`config.mk`:
```
export PLATFORM = sky130hd
export DESIGN_NAME = chain_frame_tx
export DESIGN_NICKNAME = d
export VERILOG_FILES = /design/src/rtl/cf_pkg.sv /design/src/rtl/cf_half_timer.sv /design/src/rtl/cf_bit_pick.sv /design/src/rtl/chain_frame_tx.sv
export SDC_FILE = /design/constraint.sdc
export NUM_CORES = 1
export LEC_CHECK = 0
export ABC_CLOCK_PERIOD_IN_PS = 5600
export BUFFER_PORTS_ARGS = -buffer_cell sky130_fd_sc_hd__buf_2
export CORE_MARGIN = 1
export CORE_UTILIZATION = 55
export DETAILED_ROUTE_END_ITERATION = 10
export GPL_TIMING_DRIVEN = 0
export PLACE_DENSITY = 0.78
export SETUP_SLACK_MARGIN = 0.4
export SYNTH_ARGS = -nofsm -noshare
export SYNTH_HDL_FRONTEND = slang
export SYNTH_SLANG_ARGS = --single-unit
```
`constraint.sdc`:
```
create_clock -name clk -period 5.6 [get_ports clk]
set_clock_uncertainty 0.15 [all_clocks]
set_input_delay 0.56 -clock clk [delete_from_list [all_inputs] [get_ports clk]]
set_output_delay 0.56 -clock clk [all_outputs]
set_load 0.05 [all_outputs]
```
`src/rtl/cf_pkg.sv`:
```
package cf_pkg;
    typedef enum logic [1:0] {
        CF_IDLE  = 2'd0,
        CF_SHIFT = 2'd1,
        CF_GAP   = 2'd2
    } cf_state_e;
endpackage

```
`src/rtl/cf_half_timer.sv`:
```
// Counts DIV system clocks per serial half period while run is high.
module cf_half_timer #(
    parameter int DIV = 2
) (
    input  logic clk,
    input  logic rst_n,
    input  logic run,
    output logic tick
);
    localparam int CW = (DIV > 1) ? $clog2(DIV) : 1;
    localparam logic [CW-1:0] LAST = CW'(DIV - 1);

    logic [CW-1:0] cnt_d, cnt_q;

    always_comb begin
        cnt_d = cnt_q;
        if (!run || cnt_q == LAST) begin
            cnt_d = '0;
        end else begin
            cnt_d = cnt_q + CW'(1);
        end
    end

    always_ff @(posedge clk) begin
        if (!rst_n) begin
            cnt_q <= '0;
        end else begin
            cnt_q <= cnt_d;
        end
    end

    assign tick = run && (cnt_q == LAST);
endmodule

```
`src/rtl/cf_bit_pick.sv`:
```
// Maps a frame bit position to the bit value: lead word, zero filler, then
// chain words with the farthest member first, all MSB first.
module cf_bit_pick #(
    parameter int W  = 16,
    parameter int N  = 2,
    parameter int FW = 4,
    parameter int IW = 6
) (
    input  logic [W-1:0]   lead,
    input  logic [W*N-1:0] chain,
    input  logic [FW-1:0]  fill,
    input  logic [IW-1:0]  idx,
    output logic           bit_o
);
    int pos_i;
    int fill_i;
    int rel_i;
    int word_i;
    int lsb_i;
    logic [W-1:0]   lead_sh;
    logic [W*N-1:0] chain_sh;

    always_comb begin
        pos_i    = 32'(idx);
        fill_i   = 32'(fill);
        rel_i    = 0;
        word_i   = 0;
        lsb_i    = 0;
        lead_sh  = '0;
        chain_sh = '0;
        bit_o    = 1'b0;
        if (pos_i < W) begin
            lead_sh = lead >> (W - 1 - pos_i);
            bit_o   = lead_sh[0];
        end else if (pos_i < W + fill_i) begin
            bit_o = 1'b0;
        end else begin
            rel_i    = pos_i - W - fill_i;
            word_i   = N - 1 - (rel_i / W);
            lsb_i    = W - 1 - (rel_i % W);
            chain_sh = chain >> (word_i * W + lsb_i);
            bit_o    = chain_sh[0];
        end
    end
endmodule

```
`src/rtl/chain_frame_tx.sv`:
```
module chain_frame_tx
    import cf_pkg::*;
#(
    parameter int WORD_W    = 16,
    parameter int CHAIN_LEN = 2,
    parameter int FILL_W    = 4,
    parameter int DIV       = 2
) (
    input  logic                          clk,
    input  logic                          rst_n,
    input  logic                          start,
    input  logic [WORD_W-1:0]             lead_word,
    input  logic [WORD_W*CHAIN_LEN-1:0]   chain_words,
    input  logic [FILL_W-1:0]             fill_bits,
    output logic                          busy,
    output logic                          done,
    output logic                          sel_n,
    output logic                          sclk,
    output logic                          mosi
);
    localparam int BASE_BITS = WORD_W * (CHAIN_LEN + 1);
    localparam int MAX_BITS  = BASE_BITS + (1 << FILL_W) - 1;
    localparam int IDX_W     = $clog2(MAX_BITS);
    localparam int GAP_CYC   = 4 * DIV;
    localparam int GAP_W     = $clog2(GAP_CYC);

    typedef struct packed {
        cf_state_e                       st;
        logic                            sel_n;
        logic                            sclk;
        logic                            done;
        logic [IDX_W-1:0]                idx;
        logic [GAP_W-1:0]                gap;
        logic [WORD_W-1:0]               lead;
        logic [WORD_W*CHAIN_LEN-1:0]     chain;
        logic [FILL_W-1:0]               fill;
    } regs_t;

    regs_t            r_d, r_q;
    logic             half_tick;
    logic             pick_bit;
    logic [IDX_W-1:0] last_idx;

    assign last_idx = IDX_W'(BASE_BITS) + IDX_W'(r_q.fill) - IDX_W'(1);

    cf_half_timer #(.DIV(DIV)) u_timer (
        .clk   (clk),
        .rst_n (rst_n),
        .run   (r_q.st == CF_SHIFT),
        .tick  (half_tick)
    );

    cf_bit_pick #(.W(WORD_W), .N(CHAIN_LEN), .FW(FILL_W), .IW(IDX_W)) u_pick (
        .lead  (r_q.lead),
        .chain (r_q.chain),
        .fill  (r_q.fill),
        .idx   (r_q.idx),
        .bit_o (pick_bit)
    );

    always_comb begin
        r_d      = r_q;
        r_d.done = 1'b0;
        case (r_q.st)
            CF_IDLE: begin
                if (start) begin
                    r_d.st    = CF_SHIFT;
                    r_d.sel_n = 1'b0;
                    r_d.sclk  = 1'b1;
                    r_d.idx   = '0;
                    r_d.lead  = lead_word;
                    r_d.chain = chain_words;
                    r_d.fill  = fill_bits;
                end
            end
            CF_SHIFT: begin
                if (half_tick) begin
                    if (r_q.sclk) begin
                        r_d.sclk = 1'b0;
                    end else begin
                        r_d.sclk = 1'b1;
                        if (r_q.idx == last_idx) begin
                            r_d.st    = CF_GAP;
                            r_d.sel_n = 1'b1;
                            r_d.gap   = '0;
                        end else begin
                            r_d.idx = r_q.idx + IDX_W'(1);
                        end
                    end
                end
            end
            CF_GAP: begin
                r_d.done = (r_q.gap == '0);
                if (r_q.gap == GAP_W'(GAP_CYC - 1)) begin
                    r_d.st = CF_IDLE;
                end else begin
                    r_d.gap = r_q.gap + GAP_W'(1);
                end
            end
            default: begin
                r_d.st = CF_IDLE;
            end
        endcase
    end

    always_ff @(posedge clk) begin
        if (!rst_n) begin
            r_q       <= '0;
            r_q.sel_n <= 1'b1;
            r_q.sclk  <= 1'b1;
        end else begin
            r_q <= r_d;
        end
    end

    assign busy  = (r_q.st != CF_IDLE);
    assign done  = r_q.done;
    assign sel_n = r_q.sel_n;
    assign sclk  = r_q.sclk;
    assign mosi  = (r_q.st == CF_SHIFT) ? pick_bit : 1'b0;
endmodule

```
After elaboration in Yosys (flattened, before gate mapping) --
Index checks and enable logic that the tools add are counted.
Operators by class: bitwise operators 2, $mul 0, muxes and demuxes 19, eq/ne operators 11, add/subtract/negate cells 13, shift-type cells 2, reductions and logical operators 17, divide/modulo/power cells 0, magnitude comparators 2
Operators with widths (count):
- $add 32x32->32 | 1
- $lt 7x32->1 | 1
- $shr 16x32->1 | 1
- $shr 32x32->1 | 1
- $add 28x1->28 | 1
- $sub 2x28->28 const A | 1
- $reduce_and 5->1 | 4
- $mux 9 | 2
- $ne 2x2->1 const B | 7
- $mux 3 | 4
- $mux 6 | 2
- $pmux 6 s2 | 1
- $mux 4 | 2
- $sub 7x5->8 | 1
- $sub 4x6->7 const A | 1
- $sub 6x5->7 const B | 1
- $add 5x4->6 const A | 1
- $add 5x5->6 const A | 1
- $add 6x1->6 const B | 1
- $eq 6x6->1 | 1
- $lt 6x5->1 const B | 1
- $pmux 2 s3 | 1
- $pmux 3 s2 | 1
- $reduce_bool 2->1 | 3
- 21 further kinds | 25
Storage, ports and cells: latch bits 0, output and inout port bits 5, ROM bits 0, memories 0, input port bits 55, memory bits (writable) 0, word-level logic and storage cells 76, register bits after elaboration 67

Depth between registers and ports, before layout --
word-level depth 11, mapped depth 20

Hierarchy --
From an unflattened synthesis, not the netlist that was laid out.
Unflattened totals: cells, all modules 465, area, all modules 3871.2 µm²
By module, submodules not included:
- chain_frame_tx | times used 1, seq. area each 1321.3 µm², area an instance 2663.8 µm², cells each 326
- cf_bit_pick | times used 1, seq. area each 0.0 µm², area an instance 1171.1 µm², cells each 136
- cf_half_timer | times used 1, seq. area each 20.0 µm², area an instance 36.3 µm², cells each 3

Least setup slack after synthesis --
Ideal clock, no wire load.
path type flip-flop to output port, start point register r_q[55] in the netlist's numbering, end point output mosi, cell stages (with the launch flop) 20, buffers on the path 1, setup slack -627 ps, data required time 4890 ps, arrival 5517 ps, cell sequence dfxtp_1 clkbuf_1 inv_1 ha_1 nand3b_1 a21boi_0 nor4b_1 xor2_1 o31a_1 ha_1 inv_1 ha_1 inv_1 ha_1 inv_1 fa_1 nor4_1 a41oi_1 or4_1 o41ai_1
On the way: longest elaborated chain between the ends 11, elaborated cells on any way between the ends 16, classes of those cells add/sub: 7; order compare: 2; shift: 2; mux: 3; bitwise: 1; reduce/logical: 1
Ends and longest elaborated chain:
- from (decl) | line chain_frame_tx.sv:39 | regs_t r_d, r_q;
- from (signal assigned) | line chain_frame_tx.sv:112 | r_q <= r_d;
- $sub 6x5->7 | line cf_bit_pick.sv:38 | rel_i = pos_i - W - fill_i;
- $sub 7x5->8 | line cf_bit_pick.sv:38
- $reduce_or 4->1 (no line)
- $and 1x1->1 (no line)
- $add 28x1->28 (no line)
- $sub 2x28->28 | line cf_bit_pick.sv:39 | word_i = N - 1 - (rel_i / W);
- $add 32x32->32 | line cf_bit_pick.sv:41 | chain_sh = chain >> (word_i * W + lsb_i);
- $shr 32x32->1 | line cf_bit_pick.sv:41
- $mux 1 | line cf_bit_pick.sv:35 | end else if (pos_i < W + fill_i) begin
- $mux 1 * | line cf_bit_pick.sv:32 | if (pos_i < W) begin
- $mux 1 * | line chain_frame_tx.sv:120 | assign mosi = (r_q.st == CF_SHIFT) ? pick_bit : 1'b0;
- to (decl) | line chain_frame_tx.sv:19 | output logic mosi
Mark *: on every way between the ends. The rest lies on a longest branch, timed or not.

Final worst setup path --
start point register r_q[2] in the netlist's numbering, end point output mosi
On the way: longest elaborated chain between the ends 10, elaborated cells on any way between the ends 13, classes of those cells add/sub: 6; order compare: 1; shift: 1; mux: 3; bitwise: 1; reduce/logical: 1
Ends and longest elaborated chain (line):
- $sub 7x5->8 | cf_bit_pick.sv:38
- $reduce_or 4->1 (no line)
- $and 1x1->1 (no line)
- $add 28x1->28 (no line)
- $sub 2x28->28 | cf_bit_pick.sv:39
- $add 32x32->32 | cf_bit_pick.sv:41
- $shr 32x32->1 | cf_bit_pick.sv:41
- $mux 1 * | cf_bit_pick.sv:35
- $mux 1 * | cf_bit_pick.sv:32
- $mux 1 * | chain_frame_tx.sv:120
Marks and branches as above.

==> flow_summary.ini <==
[outcome]
status = completed

[place]
place_inst = 554
dp_hpwl_mm = 5.58
numPortBuffers = 59
place.gp.congestion = 0.825

[critical_path]
cp-end-kind = output pin
critPathRequiredTime_ns = 4.89
cp-start-kind = flip-flop
worstSetupPathType = flip-flop to output pin
ff2ff_path_depth = 8
regToRegSetupSlack_ns = 3.13
critPathLaunch = r_q[2]
cp_max_fo = 5
worstPathArrival_ns = 4.47
timing.rr.start = r_q[0]
worstReg2RegEnd = r_q[56]

[min_path]
min_from = r_q[37]
min_path_type = flip-flop to flip-flop
hold_depth = 2
min_to = r_q[37]

[cells_and_area]
layout-drive-gt1-share = 0.267
final_common_cell = nand2_1
layout_common_cells = 125 x nand2_1, 62 x dfxtp_1, 58 x buf_2
area_delta_synth_final_pct = 24.5
diodes = 0
nNetsFinal = 581
fin_cells = 586

[sta]
fmaxAchievable_mhz = 193
setup_viol = 0
hold_violations = 0
rsz0062_at_grt = true
tns_ns = 0
slew_headroom = 0.546
period_share = 0.924
post-route-min-period_ns = 5.18
slew_violations = 0
tightest_slew_ns = 0.681

[synthesis]
syn_inst = 418
synthAdderAreaFrac = 0.0796
synth_xor_xnor_area_share = 0.0264
synthMuxAreaShare = 0.0899
yosysSeqAreaShare = 0.368
yosys.area.top_type = dfxtp_1
synth.avg_cell_area_um2 = 8.72
synthSimpleGateAreaFrac = 0.200
synth_seq_cells = 67
synth_compound_area_frac = 0.185
yosysTopAreaCellShare = 0.368
synthArstFlopShare = 0
yosysWarnings = 0
synthesis.area_um2 = 3640
ys.flop_type = dfxtp_1
ys_types = 50
synthTopCellsByArea = dfxtp_1 37%, nand2_1 13%, a21boi_0 11%
synth_edf_count = 0
syn_nets = 495
synth_top_family_by_area = simple AND/OR/NAND/NOR gates

[routing]
drc = 0
ant_nets = 0
drtIter0Drc = 103
vias = 3153
drt_wl_total_mm = 8.05
viasPerCell = 5.38
first_pass_iters = 4
routedWlPerCell_um = 13.7

[global_routing]
grt_overflow = 0
grt_pass1_wl_mm = 13.2
grt_max_degree = 12
antenna_found_initial = 0
grt_pass1_vias = 2984
grt_usage = 0.237

[cts]
cts_buffer_depth = 2
cts_tree = yes
cts.reportedPaths.clkPinSlew_ns = 0.07
clock-sinks = 67
h-tree-depth = 3
ctsHoldBuffers = 0
cts_buffers = 9
root_buffer = clkbuf_8
insertion_delay_ns = 0.34

[floorplan]
dieHeight_um = 83.4
core_area_um2 = 6390
io_pins = 60
die_w_um = 83.4
dieArea_um2 = 6960
rows = 29
start_util = 0.571

[power_and_ir_drop]
powerDensity_nw_per_um2 = 242
power.leakage_uw = 0.00182
vdd_drop_max_uv = 187

[flow_run]
maxCapViolations = 0
flip-flops by register name, indices dropped and copies added (netlist names):
register	count
sel_n	1
u_timer.cnt_q	1
r_q	63
sclk	1
done	1
cells in the mapped netlist (3+ instances only):
cell type / instances
mux2i_1: 5
xnor2_1: 7
nor3_1: 5
o21ai_0: 4
nand2b_1: 5
dfxtp_1: 67
nor2b_1: 3
a211oi_1: 3
nor2_1: 8
inv_1: 18
mux4_2: 9
a21boi_0: 55
a21oi_1: 8
nand3_1: 3
or4_1: 3
buf_4: 4
nand2_1: 125
xor2_1: 4
ha_1: 20
clkbuf_1: 21
cell families after synthesis:
logic type                 after synthesis
and+or+nand+nor                        167
DFF                                     67
xor gates and xnor gates                11
muxes                                   18
adders and majority gates               22
AOI/OAI and AO/OA                       89
buffers and inverters                   44
report_power, final:
| part | switching [uW] | internal, uW |
|---|---|---|
| sequential | 13.9 | 500 |
| clock | 184 | 218 |
| combinational | 96.1 | 86.9 |
area by class of cell:
type,count,area (um^2)
multi-input combinational,307,2270
fill,527,1850
sequential,67,1350
timing repair buffer,75,422
clock buffer,12,145
buffer,26,138
tap,77,96.3
inverter,18,72.6
clock inverter,4,50.0
worst max-delay path: stages (launching register included):
cell      delay [ns]
dfxtp_4         0.37
inv_4           0.04
ha_4            0.32
nand3b_1        0.16
a21boi_4        0.28
nor4b_4         0.07
xor2_1          0.20
o31a_1          0.20
ha_2            0.18
inv_2           0.04
ha_4            0.15
inv_2           0.06
ha_4            0.12
inv_2           0.03
fa_1            0.49
nor4_2          0.32
a41oi_1         0.10
or4_4           0.53
o41ai_4         0.25
buf_6           0.21
repair_timing:
action	in CTS	in global routing
pin swaps	7	11
setup buffers	8	8
endpoints found under the setup margin	1	1
hold endpoints to repair	0	0
resized for setup	18	26
stage by stage:
step / power [uW] / hold WS, ns / worst slack [ns] / utilization / area (um^2)
finish: 1100 / 0.311 / 0.423 / 0.711 / 4540
global route: 1150 / 0.311 / 0.242 / 0.711 / 4540
CTS: 1090 / 0.305 / 0.420 / 0.688 / 4390
detailed placement: 684 / 0.304 / 0.0324 / 0.635 / 4060
global placement: 678 / 0.297 / 0.132 / 0.635 / 4060
floorplan: 633 / 0.276 / 0.465 / - / 3660
worst max-delay path by stage:
| stage | end | slack, ns | cells after the start |
|---|---|---|---|
| 2_1_floorplan | mosi | 0.47 | 18 |
| 3_3_place_gp | mosi | 0.13 | 20 |
| 3_5_place_dp | mosi | 0.03 | 20 |
| 4_1_cts | mosi | 0.42 | 19 |
| 5_1_grt | mosi | 0.24 | 19 |
| 6_report | mosi | 0.42 | 19 |
routing by layer:
metal  track usage  wire [um]  up-vias
met1         0.308       3850     1482
met3        0.0527        293       11
li1              -          -     1600
met2         0.393       3810       60
met5             0          0        -
met4        0.0721         97        0
Power figures use the tool's default switching activity.
